`src/rtl/ofs_pkg.sv`:
```
package ofs_pkg;

  localparam int BYTE_W = 8;
  localparam int RST_OFS = 7;

  typedef enum logic [1:0] {
    SEL_E_LO = 2'd0,
    SEL_E_HI = 2'd1,
    SEL_F_LO = 2'd2,
    SEL_F_HI = 2'd3
  } ofs_sel_e;

  function automatic ofs_sel_e sel_next(input ofs_sel_e cur);
    return ofs_sel_e'(cur + 2'd1);
  endfunction

endpackage

```
`src/rtl/ofs_sel_ptr.sv`:
```
module ofs_sel_ptr
  import ofs_pkg::*;
(
  input  logic     clk,
  input  logic     rst,
  input  logic     adv,
  output ofs_sel_e sel
);

  always_ff @(posedge clk) begin
    if (rst) begin
      sel <= SEL_E_LO;
    end else if (adv) begin
      sel <= sel_next(sel);
    end
  end

  // each advance moves exactly one position, wrapping modulo four
  assert_ptr_step_R3: assert property (@(posedge clk) disable iff (rst)
    adv |=> (2'(sel) - 2'($past(sel))) == 2'd1);

  // without an advance the position is kept
  assert_ptr_hold_R4: assert property (@(posedge clk) disable iff (rst)
    !adv |=> $stable(sel));

  // reset returns to the first register
  assert_ptr_reset_R1: assert property (@(posedge clk)
    rst |=> sel == SEL_E_LO);

endmodule

```
`src/rtl/ofs_reg_bank.sv`:
```
module ofs_reg_bank
  import ofs_pkg::*;
#(
  parameter int HI_W  = 4,
  parameter int DIN_W = 9
) (
  input  logic                     clk,
  input  logic                     rst,
  input  logic                     wr_fire,
  input  ofs_sel_e                 wsel,
  input  logic [DIN_W-1:0]         din,
  input  ofs_sel_e                 rsel,
  output logic [DIN_W-1:0]         rd_data,
  output logic [BYTE_W+HI_W-1:0]   empty_ofs,
  output logic [BYTE_W+HI_W-1:0]   full_ofs
);

  localparam int OFS_W = BYTE_W + HI_W;

  logic [BYTE_W-1:0] e_lo, f_lo;
  logic [DIN_W-1:0]  e_hi_ext, f_hi_ext;

  always_ff @(posedge clk) begin
    if (rst) begin
      e_lo <= BYTE_W'(RST_OFS);
      f_lo <= BYTE_W'(RST_OFS);
    end else if (wr_fire) begin
      if (wsel == SEL_E_LO) e_lo <= din[BYTE_W-1:0];
      if (wsel == SEL_F_LO) f_lo <= din[BYTE_W-1:0];
    end
  end

  generate
    if (HI_W > 0) begin : g_hi
      logic [HI_W-1:0] e_hi, f_hi;
      always_ff @(posedge clk) begin
        if (rst) begin
          e_hi <= '0;
          f_hi <= '0;
        end else if (wr_fire) begin
          if (wsel == SEL_E_HI) e_hi <= din[HI_W-1:0];
          if (wsel == SEL_F_HI) f_hi <= din[HI_W-1:0];
        end
      end
      assign empty_ofs = {e_hi, e_lo};
      assign full_ofs  = {f_hi, f_lo};
      assign e_hi_ext  = DIN_W'(e_hi);
      assign f_hi_ext  = DIN_W'(f_hi);
    end else begin : g_no_hi
      assign empty_ofs = e_lo;
      assign full_ofs  = f_lo;
      assign e_hi_ext  = '0;
      assign f_hi_ext  = '0;
    end
  endgenerate

  always_comb begin
    unique case (rsel)
      SEL_E_LO: rd_data = DIN_W'(e_lo);
      SEL_E_HI: rd_data = e_hi_ext;
      SEL_F_LO: rd_data = DIN_W'(f_lo);
      default:  rd_data = f_hi_ext;
    endcase
  end

  // offsets move only on an accepted write
  assert_ofs_hold_R5: assert property (@(posedge clk) disable iff (rst)
    !wr_fire |=> $stable(empty_ofs) && $stable(full_ofs));

  // a write to the empty low byte captures the data byte
  assert_elo_write_R2: assert property (@(posedge clk) disable iff (rst)
    (wr_fire && wsel == SEL_E_LO) |=> empty_ofs[BYTE_W-1:0] == $past(din[BYTE_W-1:0]));

  // a write to the full low byte leaves the empty offset alone
  assert_flo_write_R2: assert property (@(posedge clk) disable iff (rst)
    (wr_fire && wsel == SEL_F_LO) |=> full_ofs[BYTE_W-1:0] == $past(din[BYTE_W-1:0])
                                      && $stable(empty_ofs));

  // reset values
  assert_ofs_reset_R1: assert property (@(posedge clk)
    rst |=> empty_ofs == OFS_W'(RST_OFS) && full_ofs == OFS_W'(RST_OFS));

endmodule

```
`src/rtl/ofs_readback.sv`:
```
module ofs_readback #(
  parameter int DIN_W = 9
) (
  input  logic             clk,
  input  logic             rst,
  input  logic             rd_fire,
  input  logic [DIN_W-1:0] rd_data,
  output logic [DIN_W-1:0] dout
);

  always_ff @(posedge clk) begin
    if (rst) begin
      dout <= '0;
    end else if (rd_fire) begin
      dout <= rd_data;
    end
  end

  // output register holds when no readback is accepted
  assert_dout_hold_R7: assert property (@(posedge clk) disable iff (rst)
    !rd_fire |=> $stable(dout));

  // output cleared by reset
  assert_dout_reset_R1: assert property (@(posedge clk)
    rst |=> dout == '0);

endmodule

```
`src/rtl/flag_offset_loader.sv`:
```
module flag_offset_loader
  import ofs_pkg::*;
#(
  parameter int DEPTH  = 4096,
  parameter int DIN_W  = 9,
  parameter int ADDR_W = $clog2(DEPTH)
) (
  input  logic              clk,
  input  logic              rst,
  input  logic              load_n,
  input  logic              wr_en_n,
  input  logic              rd_en_a_n,
  input  logic              rd_en_b_n,
  input  logic [DIN_W-1:0]  din,
  output logic [DIN_W-1:0]  dout,
  output logic [ADDR_W-1:0] empty_ofs,
  output logic [ADDR_W-1:0] full_ofs,
  output logic              conflict
);

  localparam int HI_W = ADDR_W - BYTE_W;

  logic     wr_req, rd_req, wr_fire, rd_fire;
  ofs_sel_e wsel, rsel;
  logic [DIN_W-1:0] rd_data;

  assign wr_req  = !load_n && !wr_en_n;
  assign rd_req  = !load_n && !rd_en_a_n && !rd_en_b_n;
  assign wr_fire = wr_req && !rd_req;
  assign rd_fire = rd_req && !wr_req;

  always_ff @(posedge clk) begin
    if (rst) begin
      conflict <= 1'b0;
    end else begin
      conflict <= wr_req && rd_req;
    end
  end

  ofs_sel_ptr u_wr_ptr (
    .clk (clk),
    .rst (rst),
    .adv (wr_fire),
    .sel (wsel)
  );

  ofs_sel_ptr u_rd_ptr (
    .clk (clk),
    .rst (rst),
    .adv (rd_fire),
    .sel (rsel)
  );

  ofs_reg_bank #(
    .HI_W  (HI_W),
    .DIN_W (DIN_W)
  ) u_bank (
    .clk       (clk),
    .rst       (rst),
    .wr_fire   (wr_fire),
    .wsel      (wsel),
    .din       (din),
    .rsel      (rsel),
    .rd_data   (rd_data),
    .empty_ofs (empty_ofs),
    .full_ofs  (full_ofs)
  );

  ofs_readback #(
    .DIN_W (DIN_W)
  ) u_rb (
    .clk     (clk),
    .rst     (rst),
    .rd_fire (rd_fire),
    .rd_data (rd_data),
    .dout    (dout)
  );

  // a simultaneous request changes nothing and raises the pulse
  assert_conflict_refused_R8: assert property (@(posedge clk) disable iff (rst)
    (wr_req && rd_req) |=> conflict && $stable(wsel) && $stable(rsel)
                           && $stable(empty_ofs) && $stable(full_ofs) && $stable(dout));

  // the pulse lasts only one cycle when the requests separate
  assert_conflict_pulse_R8: assert property (@(posedge clk) disable iff (rst)
    !(wr_req && rd_req) |=> !conflict);

  // the write pointer is kept while the load line is high
  assert_wptr_session_R4: assert property (@(posedge clk) disable iff (rst)
    load_n |=> $stable(wsel) && $stable(rsel));

endmodule

```
`config.mk`:
```
export PLATFORM = sky130hd
export DESIGN_NAME = flag_offset_loader
export DESIGN_NICKNAME = d
export VERILOG_FILES = /design/src/rtl/ofs_pkg.sv /design/src/rtl/ofs_sel_ptr.sv /design/src/rtl/ofs_reg_bank.sv /design/src/rtl/ofs_readback.sv /design/src/rtl/flag_offset_loader.sv
export SDC_FILE = /design/constraint.sdc
export NUM_CORES = 1
export LEC_CHECK = 0
export BUFFER_PORTS_ARGS = -buffer_cell sky130_fd_sc_hd__buf_2
export CORE_UTILIZATION = 49
export CTS_BUF_LIST = sky130_fd_sc_hd__clkbuf_8 sky130_fd_sc_hd__clkbuf_16
export CTS_CLUSTER_DIAMETER = 50
export DETAILED_ROUTE_END_ITERATION = 10
export PLACE_DENSITY = 0.76
export SETUP_SLACK_MARGIN = 0.15
export SYNTH_ARGS = -nofsm -noshare
export SYNTH_HDL_FRONTEND = slang
export SYNTH_SLANG_ARGS = --single-unit
```
`constraint.sdc`:
```
create_clock -name clk -period 1.9 [get_ports clk]
set_clock_uncertainty 0.2 [all_clocks]
set_input_delay 0.095 -clock clk [delete_from_list [all_inputs] [get_ports clk]]
set_output_delay 0.095 -clock clk [all_outputs]
set_load 0.005 [all_outputs]
```
==> reports/results.txt <==
The flow ran to the end, and the final reports show no timing, DRC or antenna violations. Of the cells placed in the final design, the portion with a size suffix greater than 1 is 26.4%. After detailed placement, the total cell area comes to 1970 µm². In this run the remaining antenna-violating nets after routing total 0. No sink is reached through more buffers than the 2 on the longest clock path. Measured on the finished design, the core utilization comes to 65.1%.

During placement, the flow inserted port buffers numbering 46. The total overflow left after global routing is 0. Met1 capacity usage during global routing: 29.7%. The routed via count divided by cell count came out at 5.13.

The final cell count without fillers is 285, and the part of the cycle the worst path needs is 89.0%. In this run the vertical extent of the chip is 61.1 µm. The Yosys step of the flow raised 0 warnings.

The initialized floorplan defines 21 standard-cell rows. The total number of nets in the final design was 261. The number of top-level pins is 49. STA classifies the critical path endpoint as a flip-flop. The first global-routing pass estimated 5870 µm of wire.

Counting tap cells, the placed design contains a total of 266 instances. Sequential elements use 43.3% of the synthesized area. The number of cells on the worst reg-to-reg path is 4.

Yosys attributes the largest share of cell area to sky130_fd_sc_hd__dfxtp_1, sky130_fd_sc_hd__mux2i_1, sky130_fd_sc_hd__nand2b_1. The synthesized netlist contains 24 unique library cells. For the required time reported for the critical path endpoint, the log shows 1930 ps. Setup violations remaining at the end of the flow were counted as 0. Once the floorplan was initialized, standard cells occupied 51.2% of the core.

Fill cell total of the finished layout: 308. The average footprint of a synthesized cell was 9.29 µm². The run gives 35 as the number of violations reported at the end of detailed-routing iteration 0. The number of nets handed over by synthesis was 207. Clock tree synthesis inserted a total of 5 buffers.

Detailed placement ended at an HPWL of 2600 µm. The congestion estimate from routability-driven global placement came to 0.804. In this run the cell area of the synthesized design comes to 1710 µm².

After layout, the design draws a total of 1.47 mW. The hold-critical path depth was 2; the number of clock sinks seen by CTS was 37. The critical path start-end classification is input pin to flip-flop.

Clock-pin slew was measured on the worst setup and hold paths at 70 ps. The area of the core was 3340 µm². Leaving out fill and tap cells, the most frequent cell in the layout is sky130_fd_sc_hd__buf_2. In the routed design, unresolved DRC markers number 0. STA classifies the critical path startpoint as an input pin. The tools report the worst endpoint data arrival time as 1720 ps. From left edge to right edge, the die measures 61.1 µm. Counting buffers and inverters, the worst setup path is 5 cells deep.

The maximum clock rate is 592 MHz, and the total die area is 3730 µm². The most area-hungry cell type in the Yosys netlist was sky130_fd_sc_hd__dfxtp_1. The portion of synthesized cell area occupied by the leading cell type was 43.3%; the worst setup timing slack at the placement stage was 132 ps. After layout, the minimum clock period comes to 1690 ps. The via count came out at 1461. The number of global-route vias before repair is 1310. The total power divided by cell area works out to 678 nW/µm². The repair_antennas step left the layout with diodes totalling 0.

At the later pin of the worst-skew pair, clock insertion delay measures 290 ps. The worst hold margin is 11.4 ps. The path type of the worst min-delay path is input pin to flip-flop. The final worst slack is 210 ps, and the highest fanout seen on the critical path is 3.

Setup repair after global routing left no endpoint under its margin. The final layout contains routed wiring with a total length of 3760 µm. TritonCTS built the clock tree.

Global routing used 6.93% of the available met3 tracks. The final number of hold-violating endpoints is 0. Among all stages on the critical path, the largest delay is contributed by sky130_fd_sc_hd__dlygate4sd3_1. Across every metal layer, demand over resource in global routing totals 21.9%.

The cell count after synthesis came out at 184. The synthesized design contains 37 register bits. In this design, the stage delay of the slowest critical-path cell is 590 ps. The signal on the critical path passes through buf_2 -> dlygate4sd3_1 -> or2_4 -> nor3_1 -> dlygate4sd3_1. The max-slew violation count is 0, and the peak supply drop is 0.000666 V. The number of violations of the max-capacitance limit is 0. The run gives 27 as the pin count of the biggest net entering global routing. For the final routed database, the setup TNS stands at 0 ps. In the layout the commonest cells are sky130_fd_sc_hd__buf_2, sky130_fd_sc_hd__dfxtp_1, sky130_fd_sc_hd__nand2b_1.

In this run the number of H-tree levels came out at 2. The met2 global-route usage is 33.7%, and the iteration count of the initial detailed-routing pass is 4. The combined buffer and inverter count along the critical path is 3. Root buffer cell: sky130_fd_sc_hd__clkbuf_8.

The most frequent cell on the critical path is sky130_fd_sc_hd__dlygate4sd3_1. The initial antenna violation count came out at 0. The static leakage came out at 1.02 nW.

The most utilized layer in the global route result was met2. The routed wirelength normalized by instance count was 13.2 µm; the count of buffers added by post-CTS timing repair for setup was 0. Broken down by cell family, the worst path's largest delay share belongs to buffers and inverters. Area growth from synthesis to final layout: 27.0%.

After routing the design area is 2170 µm².
-- sequential cells by signal, summed over array words and instances (netlist names) --
register and count:
u_wr_ptr.sel 2, conflict 1, u_bank.g_hi.e_hi 4, u_rb.dout 8
u_rd_ptr.sel 2, u_bank.f_lo 8, u_bank.g_hi.f_hi 4, u_bank.e_lo 8
-- Yosys cell counts --
| cell | n |
|---|---|
| sky130_fd_sc_hd__xnor2_1 | 1 |
| sky130_fd_sc_hd__nor3_1 | 1 |
| sky130_fd_sc_hd__clkbuf_1 | 10 |
| sky130_fd_sc_hd__buf_2 | 2 |
| sky130_fd_sc_hd__or4b_1 | 1 |
| sky130_fd_sc_hd__ha_1 | 8 |
| sky130_fd_sc_hd__dfxtp_1 | 37 |
| sky130_fd_sc_hd__buf_1 | 1 |
| sky130_fd_sc_hd__mux2i_1 | 25 |
| sky130_fd_sc_hd__nor2_1 | 13 |
| sky130_fd_sc_hd__conb_1 | 1 |
| sky130_fd_sc_hd__or3_1 | 4 |
| sky130_fd_sc_hd__nand3_2 | 1 |
| sky130_fd_sc_hd__nand3_1 | 4 |
| sky130_fd_sc_hd__o21ai_0 | 2 |
| sky130_fd_sc_hd__a21oi_1 | 14 |
| sky130_fd_sc_hd__nand2_1 | 8 |
| sky130_fd_sc_hd__a22oi_1 | 8 |
| sky130_fd_sc_hd__or2_2 | 2 |
| sky130_fd_sc_hd__nand2b_1 | 26 |
| sky130_fd_sc_hd__a221o_1 | 4 |
| sky130_fd_sc_hd__buf_4 | 1 |
| sky130_fd_sc_hd__and3_1 | 2 |
| sky130_fd_sc_hd__inv_1 | 8 |
-- kinds of logic after synthesis --
group / Yosys count / share of synthesized area [%]
other: 1 / 0.219
xor gates and xnor gates: 1 / 0.513
muxes: 25 / 14.6
and+or+nand+nor: 62 / 19.7
AOI/OAI and AO/OA: 28 / 10.5
adders and majority gates: 8 / 5.86
DFF: 37 / 43.3
buffers and inverters: 22 / 5.20
-- routing by layer --
layer	vias to the layer above	part of all wire, %
met1	688	46
met4	0	0.96
met3	4	4.7
met2	41	49
met5	-	0
li1	728	-
-- power by group --
group / switching [mW] / internal, mW
clock network: 0.273 / 0.249
logic: 0.0715 / 0.0752
registers: 0.0120 / 0.791
total: 0.357 / 1.11
-- area by class of cell --
class	count	area [µm²]	area share (%)
flip-flops and latches	37	741	34.1
clock buffers	5	68.8	3.17
multi-input cells	125	890	41.0
clock inverters	3	13.8	0.634
inverters	8	30.0	1.38
well taps	46	57.6	2.65
repair buffers	61	370	17.1
-- timing repair --
action / in CTS / in global routing
setup endpoints to repair: 0 / 31
hold endpoints to repair: 27 / 0
hold buffers: 11 / 0
gates resized for setup: 0 / 4
-- worst paths after layout --
check                                     to  slack (ps)             from
worst max register to register  u_rb.dout[3]         290  u_rd_ptr.sel[1]
worst min-delay path            u_rb.dout[3]          10              rst
worst max-delay path                conflict         210           load_n
worst min register to register  u_rb.dout[3]         250     u_rb.dout[3]
No activity file was read; power rests on OpenSTA's default activity.
